--- src/rtl/eag_pkg.sv ---
package eag_pkg;

  typedef enum logic [2:0] {
    SZ_B8    = 3'd0,
    SZ_H16   = 3'd1,
    SZ_W32   = 3'd2,
    SZ_L64   = 3'd3,
    SZ_Q128  = 3'd4,
    SZ_M48   = 3'd5,
    SZ_RSVD  = 3'd6,
    SZ_NONE  = 3'd7
  } size_e;

  // Opcode to access size. Integer opcodes group in fours; float opcodes in pairs.
  function automatic size_e size_of_op(input logic [4:0] op);
    size_e s;
    if (!op[4]) begin
      s = size_e'({1'b0, op[3:2]});
    end else if (!op[3]) begin
      case (op[2:1])
        2'b00:   s = SZ_M48;
        2'b01:   s = SZ_W32;
        2'b10:   s = SZ_L64;
        default: s = SZ_Q128;
      endcase
    end else begin
      s = SZ_NONE;
    end
    return s;
  endfunction

  // Low address bits that must be zero for an access of the given size.
  function automatic logic [3:0] align_mask(input size_e s);
    logic [3:0] m;
    case (s)
      SZ_H16, SZ_M48: m = 4'h1;
      SZ_W32:         m = 4'h3;
      SZ_L64:         m = 4'h7;
      SZ_Q128:        m = 4'hF;
      default:        m = 4'h0;
    endcase
    return m;
  endfunction

endpackage

--- src/rtl/eag_operand_sel.sv ---
module eag_operand_sel #(
  parameter int ADDR_W = 64,
  parameter int NUM_AREG = 8
) (
  input  logic [2:0]                 base_sel,
  input  logic [2:0]                 index_sel,
  input  logic [NUM_AREG*ADDR_W-1:0] areg_flat,
  input  logic [ADDR_W-1:0]          dreg1,
  input  logic [ADDR_W-1:0]          dreg2,
  input  logic [ADDR_W-1:0]          dreg3,
  output logic [ADDR_W-1:0]          base_val,
  output logic [ADDR_W-1:0]          index_val
);

  logic [ADDR_W-1:0] areg [NUM_AREG];

  for (genvar g = 0; g < NUM_AREG; g++) begin : g_unpack
    assign areg[g] = areg_flat[g*ADDR_W +: ADDR_W];
  end

  // Base: code 0 means no base, never address register 0.
  always_comb begin
    if (base_sel == 3'd0) base_val = '0;
    else                  base_val = areg[base_sel];
  end

  // Index: mixed encoding across the two register banks.
  always_comb begin
    case (index_sel)
      3'd0:    index_val = '0;
      3'd1:    index_val = dreg1;
      3'd2:    index_val = dreg2;
      3'd3:    index_val = dreg3;
      default: index_val = areg[{1'b0, index_sel[1:0]}];
    endcase
  end

endmodule

--- src/rtl/eag_size_decode.sv ---
module eag_size_decode
  import eag_pkg::*;
(
  input  logic [4:0] opcode,
  output size_e      size,
  output logic [3:0] mask
);

  assign size = size_of_op(opcode);
  assign mask = align_mask(size);

endmodule

--- src/rtl/eag_top.sv ---
module eag_top
  import eag_pkg::*;
#(
  parameter int ADDR_W = 64,
  parameter int DISP_W = 16,
  parameter int NUM_AREG = 8
) (
  input  logic                       clk,
  input  logic                       rst_n,
  input  logic                       req_valid,
  input  logic [4:0]                 req_opcode,
  input  logic [2:0]                 req_base,
  input  logic [2:0]                 req_index,
  input  logic [DISP_W-1:0]          req_disp,
  input  logic [NUM_AREG*ADDR_W-1:0] areg_flat,
  input  logic [ADDR_W-1:0]          dreg1,
  input  logic [ADDR_W-1:0]          dreg2,
  input  logic [ADDR_W-1:0]          dreg3,
  output logic                       ea_valid,
  output logic [ADDR_W-1:0]          ea_addr,
  output logic                       ea_misaligned,
  output logic [2:0]                 ea_size
);

  localparam int EXT_W = ADDR_W - DISP_W;

  logic [ADDR_W-1:0] base_val;
  logic [ADDR_W-1:0] index_val;
  logic [ADDR_W-1:0] disp_ext;
  logic [ADDR_W-1:0] sum_w;
  size_e             size_w;
  logic [3:0]        mask_w;
  logic              misalign_w;
  logic              plain_req_w;  // no base and no index
  logic              opcode_ok_w;

  eag_operand_sel #(.ADDR_W(ADDR_W), .NUM_AREG(NUM_AREG)) u_sel (
    .base_sel  (req_base),
    .index_sel (req_index),
    .areg_flat (areg_flat),
    .dreg1     (dreg1),
    .dreg2     (dreg2),
    .dreg3     (dreg3),
    .base_val  (base_val),
    .index_val (index_val)
  );

  eag_size_decode u_dec (
    .opcode (req_opcode),
    .size   (size_w),
    .mask   (mask_w)
  );

  assign disp_ext    = {{EXT_W{req_disp[DISP_W-1]}}, req_disp};
  assign sum_w       = base_val + index_val + disp_ext;
  assign misalign_w  = |(sum_w[3:0] & mask_w);
  assign plain_req_w = (req_base == 3'd0) && (req_index == 3'd0);
  assign opcode_ok_w = !(req_opcode[4] && req_opcode[3]);

  always_ff @(posedge clk) begin
    if (!rst_n) begin
      ea_valid      <= 1'b0;
      ea_addr       <= '0;
      ea_misaligned <= 1'b0;
      ea_size       <= 3'd0;
    end else begin
      ea_valid <= req_valid;
      if (req_valid) begin
        ea_addr       <= sum_w;
        ea_misaligned <= misalign_w;
        ea_size       <= size_w;
      end
    end
  end

  AST_VALID_NEXT: assert property (@(posedge clk) disable iff (!rst_n)
    req_valid |=> ea_valid);
  AST_IDLE_NEXT: assert property (@(posedge clk) disable iff (!rst_n)
    !req_valid |=> !ea_valid);
  AST_DISP_ONLY: assert property (@(posedge clk) disable iff (!rst_n)
    (req_valid && plain_req_w) |=> (ea_addr == $past(disp_ext)));
  AST_SIZE_DEFINED: assert property (@(posedge clk) disable iff (!rst_n)
    (req_valid && opcode_ok_w) |=> (ea_size != 3'd7));
  AST_RSVD_OPCODE: assert property (@(posedge clk) disable iff (!rst_n)
    (req_valid && !opcode_ok_w) |=> (ea_size == 3'd7 && !ea_misaligned));
  AST_MEDIUM_ALIGN: assert property (@(posedge clk) disable iff (!rst_n)
    (ea_valid && ea_size == 3'd5) |-> (ea_misaligned == ea_addr[0]));
  AST_BYTE_ALIGN: assert property (@(posedge clk) disable iff (!rst_n)
    (ea_valid && ea_size == 3'd0) |-> !ea_misaligned);
  AST_HOLD_IDLE: assert property (@(posedge clk) disable iff (!rst_n)
    !req_valid |=> ($stable(ea_addr) && $stable(ea_size) && $stable(ea_misaligned)));

endmodule

--- config.mk ---
export PLATFORM = sky130hd
export DESIGN_NAME = eag_top
export DESIGN_NICKNAME = d
export VERILOG_FILES = /design/src/rtl/eag_pkg.sv /design/src/rtl/eag_operand_sel.sv /design/src/rtl/eag_size_decode.sv /design/src/rtl/eag_top.sv
export SDC_FILE = /design/constraint.sdc
export NUM_CORES = 1
export LEC_CHECK = 0
export BUFFER_PORTS_ARGS = -buffer_cell sky130_fd_sc_hd__buf_2
export CORE_AREA = 2 2 309 311
export CTS_CLUSTER_DIAMETER = 200
export DETAILED_ROUTE_END_ITERATION = 16
export DIE_AREA = 0 0 311 313
export GPL_TIMING_DRIVEN = 0
export PLACE_DENSITY = 0.32
export SETUP_SLACK_MARGIN = 0.02
export SYNTH_ARGS = -nofsm -noshare
export SYNTH_HDL_FRONTEND = slang
export SYNTH_SLANG_ARGS = --single-unit
export TNS_END_PERCENT = 100
--- constraint.sdc ---
create_clock -name clk -period 9.55 [get_ports clk]
set_input_delay 0.4775 -clock clk [delete_from_list [all_inputs] [get_ports clk]]
set_output_delay 0.4775 -clock clk [all_outputs]
set_load 0.1 [all_outputs]
==> reports/summary.txt <==
Max-Slew Margin vs Limit: 0.09649
residual overflow from global routing: 0
cell area after technology mapping: 14350 um2
cell-internal power: 0.001502 W
commonest non-fill, non-tap cells in the layout: 812 x buf_2, 160 x nor2_1, 134 x nand2_1
Cell Chain, Critical Path: buf_2, clkbuf_1, clkbuf_1, clkbuf_1, a21oi_2, a221oi_1, fa_1, ha_1, fa_1, a211oi_1, nor2_1, a211oi_1, a31oi_1, a21bo_4, a41oi_4, o31a_2, o31a_1, o21ai_1, xnor2_1, o21ai_1
wirelength, routed: 107.8 mm
Sequential Power Share: 0.118
Setup TNS: 0 ps
pwr dens: 178.3 nW/um2
overall routing resource usage: 0.2140
number of enable flip-flop cells after synthesis: 0
Tmin final: 8063 ps
count of state elements after synthesis: 69
Inserted Clock Buffers: 9
DR iter-0 viols: 1167
number of antenna violations at the first check in global routing: 23
Setup Buffers After CTS: 0
HP Class: reg2reg
final clock period utilization by the worst path: 0.8443
Critical Path Source Type: input pin
TritonCTS clock tree: built
overall die height: 313 um
Clock Pin Slew Worst Setup and Hold Paths: 70 ps
capturing element type of the critical path: register
routed len/inst: 29.24 um
net count of the mapped netlist: 2464
maximum clock rate: 0.1240 GHz
overall via count from detail_route: 17190
last element of the critical path: ea_addr[59]
number of endpoints with negative hold slack in the final report: 0
Post-DRT Antenna Nets: 0
flop2flop setup slack: 8810 ps
gate count after technology mapping: 1601
Main synth FF type: dfxtp_1
wire length of the first global-routing pass: 146.5 mm
kind of cell adding the most delay to the critical path: compound AO/OA/AOI/OAI gates
Critical Path Start: req_base[1]
fraction of layout instances using a drive strength above 1: 0.4545
run status: finished, final reports clean
cell count after placement: 3665
highest-delay cell along the critical path: clkbuf_1
critical path arrival: 8320 ps
leading cell type in the layout, fill and taps excluded: buf_2
# port buffers: 798
share of total power consumed by net switching: 0.5850
Clock Skews: 0 ps
critical path peak fanout: 10
worst reg-to-reg path cell count: 2
count of pins over their slew limit: 0
largest vdd supply drop: 0.00008795 V
max-cap viol count: 0
DRC violations left: 0
count of pins on the block boundary: 803
net switching power of the design: 0.002118 W
leakage power of the design: 8.885 nW
Via-to-Cell Ratio: 4.665
core area: 94160 um2
destination of the worst register-to-register timing path: ea_addr[5]
Netlist cell types: 65
H-tree depth: 3
Clk network pwr share: 0.114
Die Wd: 311 um
synth-to-layout area growth: 41.53%
Final setup violation count: 0
launch point of the worst reg-to-reg path: ea_addr[5]
root buffer cell: clkbuf_16
Initial DRT Pass Iterations: 5
worst slack on hold paths: 460.5 ps
row count: 113
unrepaired setup endpoints after global routing: no
gpl congestion: 0.9456
post-synthesis average cell area: 8.962 um2
nets: 3274
Worst Tran Pin Value: 1355 ps
Final HPWL DP: 92.33 mm
Critical path buffers and inverters: 4
fraction of the yosys area taken by sequential cells: 0.09628
worst setup path category: in2reg
clock buffer depth: 2
number of global-route vias before repair: 17990
part of the power in combinational logic: 0.768
total die area: 97340 um2
fraction of registers with async set/reset: 0
clk_lat worst skew: 380 ps
largest net degree at the start of global routing: 35
data required time of the worst path: 9810 ps
Synth Warn #: 0
number of standard cells in the final layout excluding fillers: 3685
CTS hold repair buffers: 0
cts repair resizes: 0
total number of cells along the worst setup path: 20
slowest cell delay on critical path: 890 ps
initial core utilization: 0.1524
most frequent cell on the critical path: clkbuf_1
Sink Count: 69
[final cells by class]
type	count	area [um2]
antenna	4	10.01
timing repair buffer	799	4024
clock inverter	4	70.07
inverter	31	116.4
multi-input combinational	1363	12320
fill	10610	73860
buffer	138	548.0
tap	1265	1583
clock buffer	12	256.5
sequential	69	1381
[cell usage after synthesis (10+ instances only)]
library cell,count,area (um2)
a211oi_1,10,75.07
a21o_1,31,232.7
a21oi_1,77,385.4
a221oi_1,62,543.0
a22oi_1,64,480.5
buf_1,29,108.9
buf_2,12,60.06
clkbuf_1,96,360.4
dfxtp_1,69,1381
fa_1,64,1281
ha_1,65,813.3
inv_1,31,116.4
mux2_2,122,1374
mux2i_1,49,490.5
mux4_2,128,2883
nand2_1,134,503.0
nand3_1,23,115.1
nand4_1,15,93.84
nor2_1,160,600.6
nor2b_1,58,362.9
o21ai_0,125,625.6
o21bai_1,15,112.6
xnor2_1,41,359.1
xor2_1,19,166.4
[metal layers]
layer | up-vias | wire, um | track usage
li1 | 7728 | - | -
met1 | 8660 | 45620 | 0.2693
met2 | 738 | 54400 | 0.3839
met3 | 58 | 6496 | 0.04314
met4 | 6 | 1201 | 0.02964
met5 | - | 41 | 0
[power groups by stage]
stage / combinational [W] / sequential [W] / clock (W)
5_1_grt: 0.00300 / 0.000439 / 0.000437
3_3_place_gp: 0.00279 / 0.000431 / 0
2_1_floorplan: 0.00127 / 0.00106 / 0
4_1_cts: 0.00280 / 0.000430 / 0.000433
3_5_place_dp: 0.00279 / 0.000435 / 0
6_report: 0.00278 / 0.000429 / 0.000412
[kinds of logic after synthesis]
group                      count (synthesis)  share of synthesized area
muxes                                    299                     0.3309
DFF                                       69                    0.09628
xor gates and xnor gates                  60                    0.03663
buffers and inverters                    169                    0.04552
AOI/OAI and AO/OA                        445                     0.2072
adders and majority gates                129                     0.1460
and+or+nand+nor                          430                     0.1375
[how the worst min path moves through the flow]
| stage | start | end | cells past startpoint |
|---|---|---|---|
| 2_1_floorplan | req_opcode[4] | ea_size[2] | 2 |
| 3_3_place_gp | ea_addr[63] | ea_addr[63] | 2 |
| 3_5_place_dp | ea_addr[62] | ea_addr[62] | 2 |
| 4_1_cts | req_opcode[4] | ea_size[2] | 3 |
| 5_1_grt | req_opcode[4] | ea_size[2] | 3 |
| 6_report | ea_addr[56] | ea_addr[56] | 2 |
[worst min-delay path, delay by kind of cell (launching register included)]
family | cells | cell delay [ps]
flops | 1 | 330
compound gates | 1 | 50
simple gates | 1 | 40
[state kept, by name, summed over array words and instances (netlist names)]
signal,cells
ea_size,3
ea_addr,64
ea_misaligned,1
ea_valid,1
[stage by stage]
stage | instance area [um2] | total power, W | utilization | worst slack, ps
finish | 20310 | 0.003620 | 0.2156 | 1487
global route | 20300 | 0.003874 | 0.2155 | 879.0
CTS | 20300 | 0.003664 | 0.2155 | 1044
detailed placement | 19970 | 0.003221 | 0.2121 | 654.3
global placement | 19920 | 0.003222 | 0.2116 | 373.1
floorplan | 14350 | 0.002339 | - | 4103
Note: power is estimated with default switching activity, not from simulation.
